## src/rtl/irq_pkg.sv

```systemverilog
package irq_pkg;
    localparam int ADDR_W    = 12;
    localparam int BANK_SRC  = 32;
    localparam int BANK_STEP = 32;

    typedef enum logic [1:0] {
        ST_IDLE = 2'd0,
        ST_HOLD = 2'd1,
        ST_SRST = 2'd2
    } ctl_state_e;

    localparam logic [ADDR_W-1:0] OFS_REV   = 12'h000;
    localparam logic [ADDR_W-1:0] OFS_CFG   = 12'h010;
    localparam logic [ADDR_W-1:0] OFS_STAT  = 12'h014;
    localparam logic [ADDR_W-1:0] OFS_ACT   = 12'h040;
    localparam logic [ADDR_W-1:0] OFS_CTRL  = 12'h048;
    localparam logic [ADDR_W-1:0] OFS_THR   = 12'h068;
    localparam logic [ADDR_W-1:0] OFS_BANK0 = 12'h080;
    localparam logic [ADDR_W-1:0] OFS_LVL   = 12'h100;

    // offsets inside one bank window
    localparam logic [4:0] SUB_MASK = 5'h04;
    localparam logic [4:0] SUB_CLR  = 5'h08;
    localparam logic [4:0] SUB_SET  = 5'h0C;
    localparam logic [4:0] SUB_PEND = 5'h18;
endpackage

```

## src/rtl/irq_mask_bank.sv

```systemverilog
module irq_mask_bank #(
    parameter int W = 32
) (
    input  logic         clk,
    input  logic         rst_n,
    input  logic         clr_all,
    input  logic         set_we,
    input  logic         clr_we,
    input  logic [W-1:0] wbits,
    input  logic [W-1:0] src,
    output logic [W-1:0] mask,
    output logic [W-1:0] pend
);
    always_ff @(posedge clk or negedge rst_n) begin
        if (!rst_n) begin
            mask <= '1;
        end else if (clr_all) begin
            mask <= '1;
        end else if (set_we) begin
            mask <= mask | wbits;
        end else if (clr_we) begin
            mask <= mask & ~wbits;
        end
    end

    assign pend = src & ~mask;
endmodule

```

## src/rtl/irq_level_regs.sv

```systemverilog
module irq_level_regs #(
    parameter int N  = 96,
    parameter int PW = 6,
    parameter int IW = 7
) (
    input  logic                 clk,
    input  logic                 rst_n,
    input  logic                 clr_all,
    input  logic                 we,
    input  logic [IW-1:0]        widx,
    input  logic [PW-1:0]        wpri,
    output logic [N-1:0][PW-1:0] pri
);
    always_ff @(posedge clk or negedge rst_n) begin
        if (!rst_n) begin
            pri <= '0;
        end else if (clr_all) begin
            pri <= '0;
        end else if (we) begin
            for (int i = 0; i < N; i++) begin
                if (widx == IW'(i)) pri[i] <= wpri;
            end
        end
    end
endmodule

```

## src/rtl/irq_arbiter.sv

```systemverilog
module irq_arbiter #(
    parameter int N  = 96,
    parameter int PW = 6,
    parameter int IW = 7
) (
    input  logic [N-1:0]         req,
    input  logic [N-1:0][PW-1:0] pri,
    input  logic [7:0]           thr,
    output logic                 valid,
    output logic [IW-1:0]        idx
);
    logic [PW-1:0] best;
    logic          thr_off;

    assign thr_off = (thr == 8'hFF);

    // ascending scan with strict compare: ties keep the lower number
    always_comb begin
        valid = 1'b0;
        idx   = '0;
        best  = '1;
        for (int i = 0; i < N; i++) begin
            if (req[i] && (thr_off || (8'(pri[i]) < thr)) &&
                (!valid || (pri[i] < best))) begin
                valid = 1'b1;
                best  = pri[i];
                idx   = IW'(i);
            end
        end
    end
endmodule

```

## src/rtl/lvl_irq_ctrl.sv

```systemverilog
module lvl_irq_ctrl
    import irq_pkg::*;
#(
    parameter int NUM_SRC   = 96,
    parameter int REV_MAJOR = 4,
    parameter int REV_MINOR = 0,
    parameter int SRST_CYC  = 4
) (
    input  logic               clk,
    input  logic               rst_n,
    input  logic [NUM_SRC-1:0] src_i,
    input  logic               wr_en,
    input  logic               rd_en,
    input  logic [ADDR_W-1:0]  addr,
    input  logic [31:0]        wdata,
    output logic [31:0]        rdata,
    output logic               irq_o
);
    localparam int NB  = NUM_SRC / BANK_SRC;
    localparam int IW  = $clog2(NUM_SRC);
    localparam int PW  = 6;
    localparam int CW  = $clog2(SRST_CYC + 1);
    localparam int BSW = ADDR_W - 5;
    localparam logic [ADDR_W-1:0] BANK_END = ADDR_W'(int'(OFS_BANK0) + BANK_STEP * NB);
    localparam logic [ADDR_W-1:0] LVL_END  = ADDR_W'(int'(OFS_LVL) + 4 * NUM_SRC);

    ctl_state_e st_q, st_d;
    logic [CW-1:0] cnt_q;
    logic [IW-1:0] sel_q;
    logic [7:0]    thr_q;
    logic          auto_q;
    logic          srst_busy;
    logic          we_ok, soft_wr, ack_wr;

    logic [ADDR_W-1:0] bank_off, lvl_off;
    logic              in_bank, hit_lvl;
    logic [BSW-1:0]    bank_sel;
    logic [4:0]        sub;
    logic [IW-1:0]     lvl_idx;

    logic [NB-1:0][31:0]         mask_all, pend_all;
    logic [NUM_SRC-1:0]          pend_flat;
    logic [NUM_SRC-1:0][PW-1:0]  pri;
    logic                        win_valid;
    logic [IW-1:0]               win_idx;
    logic [31:0]                 rdata_c;

    // ---------------- address decode ----------------
    assign bank_off = addr - OFS_BANK0;
    assign lvl_off  = addr - OFS_LVL;
    assign in_bank  = (addr >= OFS_BANK0) && (addr < BANK_END);
    assign hit_lvl  = (addr >= OFS_LVL) && (addr < LVL_END) && (addr[1:0] == 2'b00);
    assign bank_sel = bank_off[ADDR_W-1:5];
    assign sub      = bank_off[4:0];
    assign lvl_idx  = lvl_off[IW+1:2];

    assign we_ok   = wr_en && (st_q != ST_SRST);
    assign soft_wr = we_ok && (addr == OFS_CFG) && wdata[1];
    assign ack_wr  = we_ok && (addr == OFS_CTRL) && wdata[0] && (st_q == ST_HOLD);

    // ---------------- banks ----------------
    for (genvar b = 0; b < NB; b++) begin : g_bank
        irq_mask_bank #(.W(BANK_SRC)) u_bank (
            .clk     (clk),
            .rst_n   (rst_n),
            .clr_all (srst_busy),
            .set_we  (we_ok && in_bank && (bank_sel == BSW'(b)) && (sub == SUB_SET)),
            .clr_we  (we_ok && in_bank && (bank_sel == BSW'(b)) && (sub == SUB_CLR)),
            .wbits   (wdata),
            .src     (src_i[b*BANK_SRC +: BANK_SRC]),
            .mask    (mask_all[b]),
            .pend    (pend_all[b])
        );
        assign pend_flat[b*BANK_SRC +: BANK_SRC] = pend_all[b];
    end

    irq_level_regs #(.N(NUM_SRC), .PW(PW), .IW(IW)) u_lvl (
        .clk     (clk),
        .rst_n   (rst_n),
        .clr_all (srst_busy),
        .we      (we_ok && hit_lvl),
        .widx    (lvl_idx),
        .wpri    (wdata[7:2]),
        .pri     (pri)
    );

    irq_arbiter #(.N(NUM_SRC), .PW(PW), .IW(IW)) u_arb (
        .req   (pend_flat),
        .pri   (pri),
        .thr   (thr_q),
        .valid (win_valid),
        .idx   (win_idx)
    );

    // ---------------- state machine ----------------
    always_comb begin
        st_d = st_q;
        unique case (st_q)
            ST_IDLE: begin
                if (soft_wr)        st_d = ST_SRST;
                else if (win_valid) st_d = ST_HOLD;
            end
            ST_HOLD: begin
                if (soft_wr)     st_d = ST_SRST;
                else if (ack_wr) st_d = ST_IDLE;
            end
            ST_SRST: begin
                if (cnt_q == CW'(SRST_CYC - 1)) st_d = ST_IDLE;
            end
            default: st_d = ST_IDLE;
        endcase
    end

    always_ff @(posedge clk or negedge rst_n) begin
        if (!rst_n) begin
            st_q  <= ST_IDLE;
            cnt_q <= '0;
        end else begin
            st_q  <= st_d;
            cnt_q <= (st_q == ST_SRST) ? cnt_q + 1'b1 : '0;
        end
    end

    always_comb begin
        irq_o     = (st_q == ST_HOLD);
        srst_busy = (st_q == ST_SRST);
    end

    // ---------------- latched selection and scalar registers ----------------
    always_ff @(posedge clk or negedge rst_n) begin
        if (!rst_n) begin
            sel_q <= '0;
        end else if (soft_wr || srst_busy) begin
            sel_q <= '0;
        end else if ((st_q == ST_IDLE) && win_valid) begin
            sel_q <= win_idx;
        end else if (ack_wr) begin
            sel_q <= '0;
        end
    end

    always_ff @(posedge clk or negedge rst_n) begin
        if (!rst_n) begin
            thr_q  <= 8'hFF;
            auto_q <= 1'b0;
        end else if (srst_busy) begin
            thr_q  <= 8'hFF;
        end else if (we_ok) begin
            if (addr == OFS_THR) thr_q  <= wdata[7:0];
            if (addr == OFS_CFG) auto_q <= wdata[0];
        end
    end

    // ---------------- read mux ----------------
    always_comb begin
        rdata_c = '0;
        case (addr)
            OFS_REV:  rdata_c[7:0]    = {4'(REV_MAJOR), 4'(REV_MINOR)};
            OFS_CFG:  rdata_c[1:0]    = {srst_busy, auto_q};
            OFS_STAT: rdata_c[0]      = ~srst_busy;
            OFS_ACT:  rdata_c[IW-1:0] = sel_q;
            OFS_THR:  rdata_c[7:0]    = thr_q;
            default:  rdata_c         = '0;
        endcase
        for (int b = 0; b < NB; b++) begin
            if (in_bank && (bank_sel == BSW'(b))) begin
                if (sub == SUB_MASK)      rdata_c = mask_all[b];
                else if (sub == SUB_PEND) rdata_c = pend_all[b];
            end
        end
        if (hit_lvl) rdata_c = {24'b0, pri[lvl_idx], 2'b00};
    end

    assign rdata = rd_en ? rdata_c : 32'b0;
endmodule

```

## config.mk

```make
export PLATFORM = sky130hd
export DESIGN_NAME = lvl_irq_ctrl
export DESIGN_NICKNAME = d
export VERILOG_FILES = /design/src/rtl/irq_pkg.sv /design/src/rtl/irq_mask_bank.sv /design/src/rtl/irq_level_regs.sv /design/src/rtl/irq_arbiter.sv /design/src/rtl/lvl_irq_ctrl.sv
export SDC_FILE = /design/constraint.sdc
export NUM_CORES = 2
export LEC_CHECK = 0
export ABC_AREA = 0
export BUFFER_PORTS_ARGS = -buffer_cell sky130_fd_sc_hd__buf_2
export CORE_MARGIN = 5
export CORE_UTILIZATION = 50
export CTS_BUF_LIST = sky130_fd_sc_hd__clkbuf_2 sky130_fd_sc_hd__clkbuf_4 sky130_fd_sc_hd__clkbuf_8
export DETAILED_ROUTE_END_ITERATION = 10
export PLACE_DENSITY_LB_ADDON = 0.25
export SLEW_MARGIN = 20
export SYNTH_ARGS = -nofsm -noshare
export SYNTH_HDL_FRONTEND = slang
export SYNTH_SLANG_ARGS = --single-unit
export TNS_END_PERCENT = 30
```

## constraint.sdc

```tcl
create_clock -name clk -period 195.5 [get_ports clk]
set_clock_uncertainty 0.05 [all_clocks]
set_input_delay 39.1 -clock clk [delete_from_list [all_inputs] [get_ports clk]]
set_output_delay 39.1 -clock clk [all_outputs]
set_load 0.01 [all_outputs]
```

==> flow_metrics.py <==
metrics = {
    "run_status": {
        "status": "finished clean",
    },
    "die": {
        "fp.dieH_microns": 407,
        "io_pins": 177,
        "die-area_sq_um": 166000,
        "row_count": 145,
        "core_sq_um": 157000,
        "initial_core_util_pct": 50.4,
        "die_w_microns": 407,
    },
    "critical_path": {
        "cp.required_ps": 196240,
        "start_kind": "input pin",
        "crit_slowest_cell": "or4b_2",
        "crit_path_frequent_cell": "ha_1",
        "worstSetupEndpointType": "flop",
        "arrival_ps": 188950,
        "path_buf_inv": 50,
        "path_class": "in2reg",
        "path_delay_family": "compound AO/OA/AOI/OAI gates",
        "slowest_delay_ps": 680,
        "crit_fanout": 12,
    },
    "synthesis": {
        "synth_edf_count": 0,
        "yosys-top-cells-count": "nand2_1, a21oi_1, nor2_1",
        "yosysTopAreaCellShare_pct": 18.7,
        "yosysTopAreaCell": "dfrtp_1",
        "yosys-top-cells-area": "dfrtp_1, ha_1, a21oi_1, mux4_2, nand2_1",
        "synth.most_common_cell": "nand2_1",
        "synthCells": 9524,
        "synthesis.area_sq_um": 78900,
        "synth-seq-cells": 693,
        "yosysWarnings": 0,
        "yosysSeqAreaShare_pct": 22.1,
        "synthArstFlopShare_pct": 100,
        "ys.flop_type": "dfrtp_1",
        "netlist-cell-type-count": 215,
        "syn_nets": 10400,
        "synth.avg_cell_area_sq_um": 8.29,
    },
    "placed_design": {
        "dpl.cell_count": 11500,
        "dpl.hpwl_mm": 253,
        "place_congestion": 1.06,
        "portBuffers": 176,
        "place_ws_ps": -5170,
    },
    "route": {
        "vias_per_cell": 6.85,
        "drtPass1Iterations": 8,
        "drt_wl_total_mm": 349,
        "via_count": 82000,
        "drt_iter0_drc": 10600,
        "drc": 0,
        "wl_per_cell_microns": 29.2,
        "final_antenna_net_count": 0,
    },
    "global_route": {
        "grt_max_degree": 226,
        "antenna_found_initial": 47,
        "grt_pass1_wl_mm": 504,
        "grt_overflow": 0,
        "grt_pass1_vias": 75200,
        "grt_use_total_pct": 39.6,
    },
    "clock_network": {
        "numCtsBuffers": 138,
        "htree_levels": 4,
        "cts_buffer_depth": 3,
        "clock_latency_ps": 910,
        "cts_tree": "built",
        "hold_buffers": 0,
        "root_buffer": "clkbuf_8",
        "clkSinkCount": 693,
        "path_clk_slew_ps": 80,
    },
    "layout": {
        "multi_input_area_sq_um": 59300,
        "area_growth_pct": 11.4,
        "seq_area_sq_um": 17500,
        "instances_no_fill": 12000,
        "drive_above_1_share_pct": 22.9,
        "nets": 10700,
        "fill_cells": 14400,
    },
    "timing": {
        "maxClockFrequency_mhz": 5.31,
        "period_needed_ps": 188210,
        "whs_ps": 389,
        "slew_headroom_pct": 16.1,
        "hold_violations": 0,
        "layout_setup_ws_ps": 7290,
        "maxSlewViolCount": 0,
        "fin_crit_sh_pct": 96.3,
        "finalSetupViolCount": 0,
        "tightest_slew_ps": 1260,
    },
    "min_path": {
        "hp-class": "reg2reg",
    },
    "power_and_ir_drop": {
        "irDropWorstVdd_uv": 4.87,
        "leakage_nw": 41.1,
        "powerDensity_nw_per_um2": 5.51,
    },
    "run": {
        "maxCapViolations": 0,
    },
}
-- flip-flops by register name, summed over array words and instances (netlist names) --
register,flops
g_bank.u_bank.mask,96
sel_q,7
auto_q,1
cnt_q,3
u_lvl.pri,576
thr_q,8
st_q,2
-- through the flow --
stage / util [%] / instance area [sq um] / TNS [ps] / total power [mW]
after global routing: 56.1 / 87900 / -9180 / 0.504
after detailed placement: 52.2 / 81700 / -35850 / 0.301
after CTS: 54.3 / 85000 / 0 / 0.472
final: 56.2 / 87900 / 0 / 0.485
after global placement: 52.2 / 81700 / -10280 / 0.300
after floorplan: - / 78900 / 0 / 0.250
-- what timing repair did --
action                                 4_1_cts  5_1_grt
setup buffers                               16      148
resized for setup                           46      384
gates cloned                                 0        6
endpoints found under the hold margin        0        0
pin swaps                                    9      130
setup endpoints to repair                    7        7
-- where the power goes --
group	leakage (nW)	switching (mW)	internal [mW]
clock	1.57	0.0748	0.0962
sequential	9.32	0.00253	0.145
combinational	30.2	0.104	0.0621
total	41.1	0.182	0.303
-- worst paths after layout --
| kind | to | startpoint | slack (ps) | depth (start not counted) |
|---|---|---|---|---|
| worst max register to register | sel_q[5] | thr_q[3] | 44250 | 794 |
| min in group asynchronous | u_lvl.pri[324] | rst_n | 38130 | 1 |
| worst min-delay path | cnt_q[0] | cnt_q[0] | 390 | 1 |
| max in group asynchronous | u_lvl.pri[570] | rst_n | 153380 | 6 |
| worst max-delay path | sel_q[5] | src_i[0] | 7290 | 903 |
| worst min register to register | cnt_q[0] | cnt_q[0] | 390 | 1 |
-- worst reg2reg max path: cells and delay by family, from the launching register on --
family	cells	cell delay, ps
buffers and inverters	44	5890
DFF	1	570
muxes	43	9860
AOI/OAI and AO/OA	366	66700
adders and majority gates	103	28620
and+or+nand+nor	238	39500
-- cell families (layout without fill, tap and decap cells) --
group / Yosys count / after routing / synth area share [%]
AO/OA/AOI/OAI: 2974 / 2976 / 26.0
XOR/XNOR: 71 / 71 / 0.812
adder cells (fa/ha/maj): 787 / 787 / 12.4
buffers and inverters: 794 / 1143 / 5.21
flip-flops: 693 / 693 / 22.1
multiplexers: 583 / 583 / 10.6
other: 0 / 34 / 0
AND/OR/NAND/NOR: 3622 / 3624 / 22.9
-- metal layers --
metal / global-route usage [%] / share of wire [%] / up-vias
met5: 0 / 0.12 / -
met4: 18.3 / 5.7 / 26
met1: 53.3 / 40 / 39900
met2: 58.9 / 42 / 5064
li1: - / - / 35900
met3: 11.3 / 12 / 1062
-- layout by cell type (no fill, tap or decap), drive strengths merged, types with 43 or more instances in the layout --
cell | netlist | routed
ha | 771 | 771
a211oi | 97 | 97
or3 | 104 | 104
a21oi | 1042 | 1043
nand2 | 1121 | 1122
o22ai | 77 | 77
or2 | 125 | 125
nand2b | 227 | 227
mux2 | 63 | 63
or2b | 44 | 44
and2 | 84 | 84
o21ai | 646 | 646
clkbuf | 350 | 203
o211ai | 81 | 81
and2b | 45 | 45
nand3 | 533 | 534
and3 | 57 | 57
buf | 139 | 625
mux2i | 334 | 334
nor3 | 136 | 136
mux4 | 186 | 186
nor2b | 182 | 182
a21o | 170 | 170
nand4 | 44 | 44
a22oi | 97 | 97
a31oi | 79 | 79
dfstp | 104 | 104
o21a | 79 | 79
xnor2 | 43 | 43
dfrtp | 589 | 589
inv | 273 | 275
nor2 | 792 | 792
-- layout make-up --
cell class	instances	share of cell area (%)
antenna	34	0.0968
clock buffer	203	2.88
clock inverter	39	0.546
inverter	274	1.21
multi-input combinational	8041	67.4
sequential	693	19.9
tap	2058	2.93
timing repair buffer	627	5.07
Power figures use the tool's default switching activity.
